===== src/rtl/ocal_pkg.sv =====
package ocal_pkg;

   typedef enum logic [1:0] {
      ST_HOLD = 2'd0,
      ST_RUN  = 2'd1,
      ST_END  = 2'd2
   } ocal_state_e;

   function automatic int ocal_max2(input int a, input int b);
      return (a > b) ? a : b;
   endfunction

   function automatic bit ocal_is_pow2(input int v);
      return (v > 0) && ((v & (v - 1)) == 0);
   endfunction

endpackage


===== src/rtl/ocal_window_timer.sv =====
module ocal_window_timer
   import ocal_pkg::*;
#(
   parameter int unsigned CAL_CYCLES = 40000,
   parameter bit          COUNT_DOWN = 1'b0
) (
   input  logic clk,
   input  logic rst_n,
   input  logic hold,
   output logic run,
   output logic finish
);

   localparam int unsigned CNT_W = $clog2(CAL_CYCLES + 1);
   localparam logic [CNT_W-1:0] LAST_UP = CNT_W'(CAL_CYCLES - 1);
   localparam logic [CNT_W-1:0] ONE     = CNT_W'(1);

   ocal_state_e      state_q;
   logic [CNT_W-1:0] cnt_q;
   logic [CNT_W-1:0] cnt_start;
   logic [CNT_W-1:0] cnt_next;
   logic             last_w;
   logic             fin_q;

   generate
      if (COUNT_DOWN) begin : g_down
         assign cnt_start = LAST_UP;
         assign cnt_next  = cnt_q - ONE;
         assign last_w    = (cnt_q == '0);
      end else begin : g_up
         assign cnt_start = '0;
         assign cnt_next  = cnt_q + ONE;
         assign last_w    = (cnt_q == LAST_UP);
      end
   endgenerate

   always_ff @(posedge clk or negedge rst_n) begin
      if (!rst_n) begin
         state_q <= ST_HOLD;
         cnt_q   <= '0;
         fin_q   <= 1'b0;
      end else if (hold) begin
         state_q <= ST_HOLD;
         cnt_q   <= '0;
         fin_q   <= 1'b0;
      end else begin
         fin_q <= 1'b0;
         case (state_q)
            ST_HOLD: begin
               state_q <= ST_RUN;
               cnt_q   <= cnt_start;
            end
            ST_RUN: begin
               if (last_w) begin
                  state_q <= ST_END;
                  fin_q   <= 1'b1;
               end else begin
                  cnt_q <= cnt_next;
               end
            end
            ST_END: begin
               state_q <= ST_END;
            end
            default: begin
               state_q <= ST_HOLD;
               cnt_q   <= '0;
            end
         endcase
      end
   end

   assign run    = (state_q == ST_RUN);
   assign finish = fin_q;

endmodule


===== src/rtl/ocal_cancel_accum.sv =====
module ocal_cancel_accum #(
   parameter int SAMPLE_W   = 10,
   parameter int CANCEL_W   = 8,
   parameter int ZERO_LEVEL = 512
) (
   input  logic                       clk,
   input  logic                       rst_n,
   input  logic                       clear,
   input  logic                       step_en,
   input  logic [SAMPLE_W-1:0]        sample,
   output logic signed [CANCEL_W-1:0] cancel
);

   localparam logic [SAMPLE_W-1:0]        ZERO  = SAMPLE_W'(ZERO_LEVEL);
   localparam logic signed [CANCEL_W-1:0] C_MAX = {1'b0, {(CANCEL_W-1){1'b1}}};
   localparam logic signed [CANCEL_W-1:0] C_MIN = {1'b1, {(CANCEL_W-1){1'b0}}};
   localparam logic signed [CANCEL_W-1:0] C_ONE = {{(CANCEL_W-1){1'b0}}, 1'b1};

   logic signed [CANCEL_W-1:0] word_q;
   logic signed [CANCEL_W-1:0] word_nxt;
   logic                       above;
   logic                       below;
   logic                       at_max;
   logic                       at_min;

   assign above  = (sample > ZERO);
   assign below  = (sample < ZERO);
   assign at_max = (word_q == C_MAX);
   assign at_min = (word_q == C_MIN);

   always_comb begin
      word_nxt = word_q;
      if (above && !at_min) begin
         word_nxt = word_q - C_ONE;
      end else if (below && !at_max) begin
         word_nxt = word_q + C_ONE;
      end
   end

   always_ff @(posedge clk or negedge rst_n) begin
      if (!rst_n) begin
         word_q <= '0;
      end else if (clear) begin
         word_q <= '0;
      end else if (step_en) begin
         word_q <= word_nxt;
      end
   end

   assign cancel = word_q;

endmodule


===== src/rtl/ocal_clamp_adder.sv =====
module ocal_clamp_adder
   import ocal_pkg::*;
#(
   parameter int CODE_W   = 5,
   parameter int LVL_BASE = 14,
   parameter int LVL_STEP = 2,
   parameter int LVL_W    = 7,
   parameter int CANCEL_W = 8,
   parameter int DAC_W    = 9
) (
   input  logic signed [CANCEL_W-1:0] cancel,
   input  logic [CODE_W-1:0]          code,
   output logic signed [DAC_W-1:0]    dac
);

   logic [LVL_W-1:0]        level;
   logic signed [DAC_W-1:0] cancel_ext;
   logic signed [DAC_W-1:0] level_ext;

   generate
      if (ocal_is_pow2(LVL_STEP)) begin : g_shift
         localparam int SH = $clog2(LVL_STEP);
         assign level = LVL_W'(LVL_BASE) + (LVL_W'(code) << SH);
      end else begin : g_mult
         assign level = LVL_W'(LVL_BASE) + (LVL_W'(code) * LVL_W'(LVL_STEP));
      end
   endgenerate

   assign cancel_ext = DAC_W'(cancel);
   assign level_ext  = $signed(DAC_W'(level));
   assign dac        = cancel_ext + level_ext;

endmodule


===== src/rtl/ocal_sequencer.sv =====
module ocal_sequencer
   import ocal_pkg::*;
#(
   parameter int SAMPLE_W   = 10,
   parameter int CODE_W     = 5,
   parameter int CANCEL_W   = 8,
   parameter int CAL_CYCLES = 40000,
   parameter int ZERO_LEVEL = 512,
   parameter int LVL_BASE   = 14,
   parameter int LVL_STEP   = 2,
   parameter bit COUNT_DOWN = 1'b0,
   localparam int LVL_MAX   = LVL_BASE + LVL_STEP * ((1 << CODE_W) - 1),
   localparam int LVL_W     = $clog2(LVL_MAX + 1),
   localparam int DAC_W     = ocal_max2(CANCEL_W, LVL_W + 1) + 1
) (
   input  logic                    clk,
   input  logic                    rst_n,
   input  logic                    reset_mode,
   input  logic [SAMPLE_W-1:0]     sample,
   input  logic [CODE_W-1:0]       clamp_code,
   output logic signed [DAC_W-1:0] dac_code,
   output logic                    busy,
   output logic                    done
);

   generate
      if (CAL_CYCLES < 2) begin : g_bad_cal
         $error("ocal_sequencer: CAL_CYCLES must be at least 2");
      end
      if (CANCEL_W < 2) begin : g_bad_cw
         $error("ocal_sequencer: CANCEL_W must be at least 2");
      end
      if ((ZERO_LEVEL < 0) || (ZERO_LEVEL >= (1 << SAMPLE_W))) begin : g_bad_zero
         $error("ocal_sequencer: ZERO_LEVEL outside sample range");
      end
      if ((LVL_BASE < 0) || (LVL_STEP < 1)) begin : g_bad_lvl
         $error("ocal_sequencer: clamp level parameters invalid");
      end
   endgenerate

   logic                       run_w;
   logic                       fin_w;
   logic signed [CANCEL_W-1:0] cancel_w;

   ocal_window_timer #(
      .CAL_CYCLES (CAL_CYCLES),
      .COUNT_DOWN (COUNT_DOWN)
   ) u_timer (
      .clk    (clk),
      .rst_n  (rst_n),
      .hold   (reset_mode),
      .run    (run_w),
      .finish (fin_w)
   );

   ocal_cancel_accum #(
      .SAMPLE_W   (SAMPLE_W),
      .CANCEL_W   (CANCEL_W),
      .ZERO_LEVEL (ZERO_LEVEL)
   ) u_accum (
      .clk     (clk),
      .rst_n   (rst_n),
      .clear   (reset_mode),
      .step_en (run_w),
      .sample  (sample),
      .cancel  (cancel_w)
   );

   ocal_clamp_adder #(
      .CODE_W   (CODE_W),
      .LVL_BASE (LVL_BASE),
      .LVL_STEP (LVL_STEP),
      .LVL_W    (LVL_W),
      .CANCEL_W (CANCEL_W),
      .DAC_W    (DAC_W)
   ) u_adder (
      .cancel (cancel_w),
      .code   (clamp_code),
      .dac    (dac_code)
   );

   assign busy = run_w;
   assign done = fin_w;

endmodule



===== config.mk =====
export PLATFORM = sky130hd
export DESIGN_NAME = ocal_sequencer
export DESIGN_NICKNAME = d
export VERILOG_FILES = /design/src/rtl/ocal_pkg.sv /design/src/rtl/ocal_window_timer.sv /design/src/rtl/ocal_cancel_accum.sv /design/src/rtl/ocal_clamp_adder.sv /design/src/rtl/ocal_sequencer.sv
export SDC_FILE = /design/constraint.sdc
export NUM_CORES = 1
export LEC_CHECK = 0
export ABC_AREA = 1
export BUFFER_PORTS_ARGS = -buffer_cell sky130_fd_sc_hd__clkbuf_2
export CAP_MARGIN = 10
export CORE_ASPECT_RATIO = 1.1
export CORE_MARGIN = 3
export CORE_UTILIZATION = 30
export CTS_CLUSTER_SIZE = 20
export DETAILED_ROUTE_END_ITERATION = 8
export HOLD_SLACK_MARGIN = 0.06
export PLACE_DENSITY = 0.45
export SLEW_MARGIN = 15
export SYNTH_ARGS = -nofsm -noshare
export SYNTH_HDL_FRONTEND = slang
export SYNTH_SLANG_ARGS = --single-unit

===== constraint.sdc =====
create_clock -name clk -period 3.33 [get_ports clk]
set_clock_uncertainty 0.15 [all_clocks]
set_input_delay 0.666 -clock clk [delete_from_list [all_inputs] [get_ports clk]]
set_output_delay 0.666 -clock clk [all_outputs]
set_load 0.02 [all_outputs]

# Word level (Yosys, flattened, before mapping)
# Cells that the tools add are included.
# classes
n_addsub	5
multipliers	0
div_mod_pow	0
order_cmp	2
n_eq_ne	8
n_shift	0
muxes	13
bitwise_logic	0
reduce_logical	9
# ops
operator	n
2-to-1 mux 16 bit	2
2-to-1 mux 8 bit	4
case mux 16 bit (2 select lines)	1
adder 16 x 1 -> 16 bit (second input constant)	1
== test 16 bit (second input constant)	1
== test 8 bit (second input constant)	2
greater-than comparator 10 bit (second input constant)	1
less-than comparator 10 bit (second input constant)	1
adder 8 x 8 -> 9 bit	1
adder 8 x 2 -> 8 bit (second input constant)	1
subtractor 8 x 2 -> 8 bit (second input constant)	1
adder 4 x 6 -> 7 bit (first input constant)	1
case mux 2 bit (3 select lines)	1
2-to-1 mux 2 bit	2
AND reduction 2 bit	2
2-to-1 mux 1 bit	3
inequality test 3 x 2 -> 1 bit (second input constant)	1
inequality test 3 bit (second input constant)	1
nonzero test 3 bit	1
== test 2 x 1 -> 1 bit (second input constant)	1
== test 2 bit (second input constant)	1
logical AND 1 bit	2
zero test 1 bit	2
zero test 2 bit	1
other kinds (2)	2
# totals
register_bits	27
latchBits	0
ram_bits	0
mem_bits_ro	0
in_bits	18
out_inout_bits	11
elab_cells	41
memories	0

# Logic depth before layout (Yosys ltp)
# depth
ltp_word	7
mapped_depth	15
mapped_depth_nobuf	15

# Modules after synthesis
# Synthesis repeated with hierarchy kept, for this count alone.
# unflattened
hier_cells	365
hier_area_um2	2511.2
# modules_own_cells
module	instances	cells_each	area_each_um2	seq_area_each_um2
ocal_window_timer	1	199	1415.1	475.5
ocal_cancel_accum	1	95	699.4	200.2
ocal_clamp_adder	1	71	396.6	0.0

# Worst setup path before layout
# Ideal clock, no wire load.
# synth_path
kind	in2out
start	input clamp_code[0]
end	output dac_code[7]
t_arrival_ns	2.286
required_time_ns	2.514
setup_slack_ns	0.228
stages	9
path_buffers	0
path_cell_list	inv_1 > ha_1 > inv_1 > fa_1 > nand3_1 > nand3_1 > a21o_1 > a21oi_1 > xor2_1
# synth_via
elab_chain_len	2
# synth_lines
element	line_no	rtl
from (decl)	ocal_sequencer.sv:20	input logic [CODE_W-1:0] clamp_code,
adder 4 x 6 -> 7 bit	ocal_clamp_adder.sv:23	assign level = LVL_W'(LVL_BASE) + (LVL_W'(code) << SH);
adder 8 x 8 -> 9 bit	ocal_clamp_adder.sv:31	assign dac = cancel_ext + level_ext;
to (decl)	ocal_sequencer.sv:21	output logic signed [DAC_W-1:0] dac_code,
# No other way between the ends.

# Worst setup path after layout
# layout_path
start	input clamp_code[2]
end	output dac_code[7]
# The elaborated chain is that of the path after synthesis.

==> results.md <==
- Run status: finished, final reports clean
- F_max: 0.317 GHz
- Share of layout cells above drive strength 1: 0.236
- Post-CTS Setup Bufs: 0
- P&R area growth vs syn: 12.6%
- DP Wirelength: 4110 µm
- Maxcap violations: 0
- Final non-filler cell total: 437
- Yosys top cell by area: dfrtp_1
- Routed Antenna Nets: 0
- H-tree depth: 1
- Final WS setup: approximately 0.18 ns
- Tcrit/Tclk final: 0.947
- HP Class: in -> async
- Vias in the first global route: 2,044
- Post-synthesis sequential area ratio: 0.293
- Worst Reg-to-Reg Cells: 14
- # setup viols final: 0
- Avg Cell Area, Syn: about 7.5 µm²
- Cell count after synthesis: 306
- CTS Sinks: 27
- TritonCTS clock tree: yes
- DR vias/cell: 4.61
- Max VDD drop: roughly 0.24 mV
- Simple-gate portion of the synthesized area: 0.368
- CP Launch Type: primary input
- Post-synthesis mux area share: 0
- Max-slew headroom at the worst pin: 0.526
- Fin area: 0.00259 mm²
- Pre-CTS setup slack: about 0.095 ns
- CP Class: in -> out
- Kind of end point of the critical path: output pin
- Pin count of the biggest net entering global routing: 28
- Port buffer count: 28
- Worst hold slack: between 0.2 and 0.3 ns
- Worst Tran Pin Value: 0.711 ns
- Area share of fa/ha/maj cells after synthesis: 0.110
- Die width: 89.6 µm
- IO Pins: 29
- Yosys warning count: 0
- DRC: 0
- Setup TNS: 0 ns
- Clock root buffer: clkbuf_8
- Synth Area in XOR/XNOR: 0.0418
- Max Slew Vio Count: 0
- Syn nets: between 300 and 400
- Placed inst area: between 0.002 and 0.003 mm²
- Antenna violations before repair: 0
- Synth Area in Compound Gates: 0.109
- CORE AREA: 0.00725 mm²
- FP Rows: 32
- GRT Total Usage: 0.134
- First-pass DRT Iterations: 4
- Post-Syn Area: 0.00230 mm²
- Clock Pin Slew Worst Setup and Hold Paths: approximately 0.10 ns
- Initial drt markers: 37
- Diode count: 0
- Clk_lat worst skew: roughly 0.27 ns
- WL final: 5220 µm
- Crit path DAT: 2.34 ns
- Leakage: 1.37 nW
- Die area: slightly below 0.009 mm²
- Crit Path Max Fanout: 4
- Synth top area cells: dfrtp_1 (29%), nand2_1 (12%), ha_1 (9.2%)
- Worst EP required: 2.51 ns
- Post-route minimum period: between 3 and 4 ns
- # hold bufs at CTS: 0
- Total CTS buffers: 3
- Clock Path Buffers: 2
- Gpl congestion: 0.765
- Main combinational cell family by area after synthesis: simple AND/OR/NAND/NOR gates
- Wirelength per Cell: 11.9 µm
- Post-synth top area share: 0.293
- Register bit total from synthesis: 27
- Placed insts: 433
- Final nets: 373
- P per Cell Area: 508 mW/mm²
- Initial core utilization: 0.318
- Final hold violations: 0
- First-pass GRT wire length: 9530 µm
- Total power: between 1 and 1.5 mW
- Routed vias: 2,014
- Fin util: 0.358
- Synth unique cells: 30
- GR Overflow Total: 0
- Die height: 97.9 µm
flip-flops by register name, summed over array words and instances (netlist names):
name             flops
u_timer.cnt_q       16
u_accum.cancel       8
u_timer.state_q      2
u_timer.finish       1
worst paths after layout:
kind | start | to | slack (ns)
max | clamp_code[2] | dac_code[7] | 0.18
min | rst_n | u_timer.cnt_q[6] | 0.27
max reg2reg | u_accum.cancel[7] | u_accum.cancel[6] | 0.57
min reg2reg | u_timer.cnt_q[13] | u_timer.cnt_q[13] | 0.38
max in group asynchronous | rst_n | u_accum.cancel[4] | 2.31
min in group clk | u_timer.cnt_q[13] | u_timer.cnt_q[13] | 0.38
logic make-up (layout without fill, tap and decap cells):
logic type | count (synthesis) | in the layout
fa+ha+maj | 19 | 19
buf+inv | 39 | 68
compound gates | 38 | 38
flops | 27 | 27
xor+xnor | 11 | 11
simple gates | 172 | 172
area by class of cell:
cell class	instances	area, µm²
fill	772	4650
multi-input combinational	240	1460
sequential	27	676
timing repair buffer	30	160
inverter	34	128
tap	102	128
clock buffer	4	45.0
repair_timing:
item | CTS | global route
resized for setup | 0 | 10
endpoints found under the hold margin | 0 | 0
endpoints found under the setup margin | 0 | 3
cell usage in the layout (no fill, tap or decap), drive strengths merged:
master / n
a21o: 1
a21oi: 11
a31o: 1
buf: 4
clkbuf: 30
dfrtp: 27
fa: 2
ha: 17
inv: 34
nand2: 95
nand3: 25
nand4: 18
nor2: 24
nor3: 3
nor3b: 1
o211ai: 1
o21ai: 20
o21bai: 4
or2: 6
xnor2: 1
xor2: 10
power by group:
group          total [mW]  internal (mW)  switching, mW
logic               0.682          0.244          0.438
clock network       0.194         0.0859          0.108
registers           0.442          0.371         0.0713
total                1.32          0.701          0.618
per-layer routing:
metal / vias up / global-route usage / wire length (µm)
li1: 1071 / - / -
met1: 919 / 0.172 / 2380
met2: 20 / 0.235 / 2710
met3: 4 / 0.0101 / 69
met4: 0 / 0.0355 / 59
met5: - / 0 / 0
critical path: stages:
cell and delay (ns):
clkbuf_2 0.11, nor2_1 0.10, nand2_1 0.09, xnor2_1 0.14, inv_1 0.07, ha_1 0.33
nand3_1 0.10, nand3_1 0.10, a21o_1 0.17, a21oi_1 0.14, xor2_1 0.17, buf_4 0.16
synth_stat cells:
cell type,number
nand2_1,76
inv_1,33
dfrtp_1,27
nand3_1,25
nor2_1,21
nand4_1,18
ha_1,17
nand2_2,16
o21ai_0,11
xor2_1,10
a21oi_1,9
o21ai_2,9
or2_2,6
o21bai_1,4
nor3_1,3
a21oi_2,2
buf_12,2
clkbuf_1,2
fa_1,2
nand2_4,2
nor2_4,2
a21o_1,1
a31o_2,1
buf_4,1
inv_2,1
nand2_8,1
nor2_8,1
nor3b_1,1
o211ai_1,1
xnor2_1,1
Power figures use the tool's default switching activity.
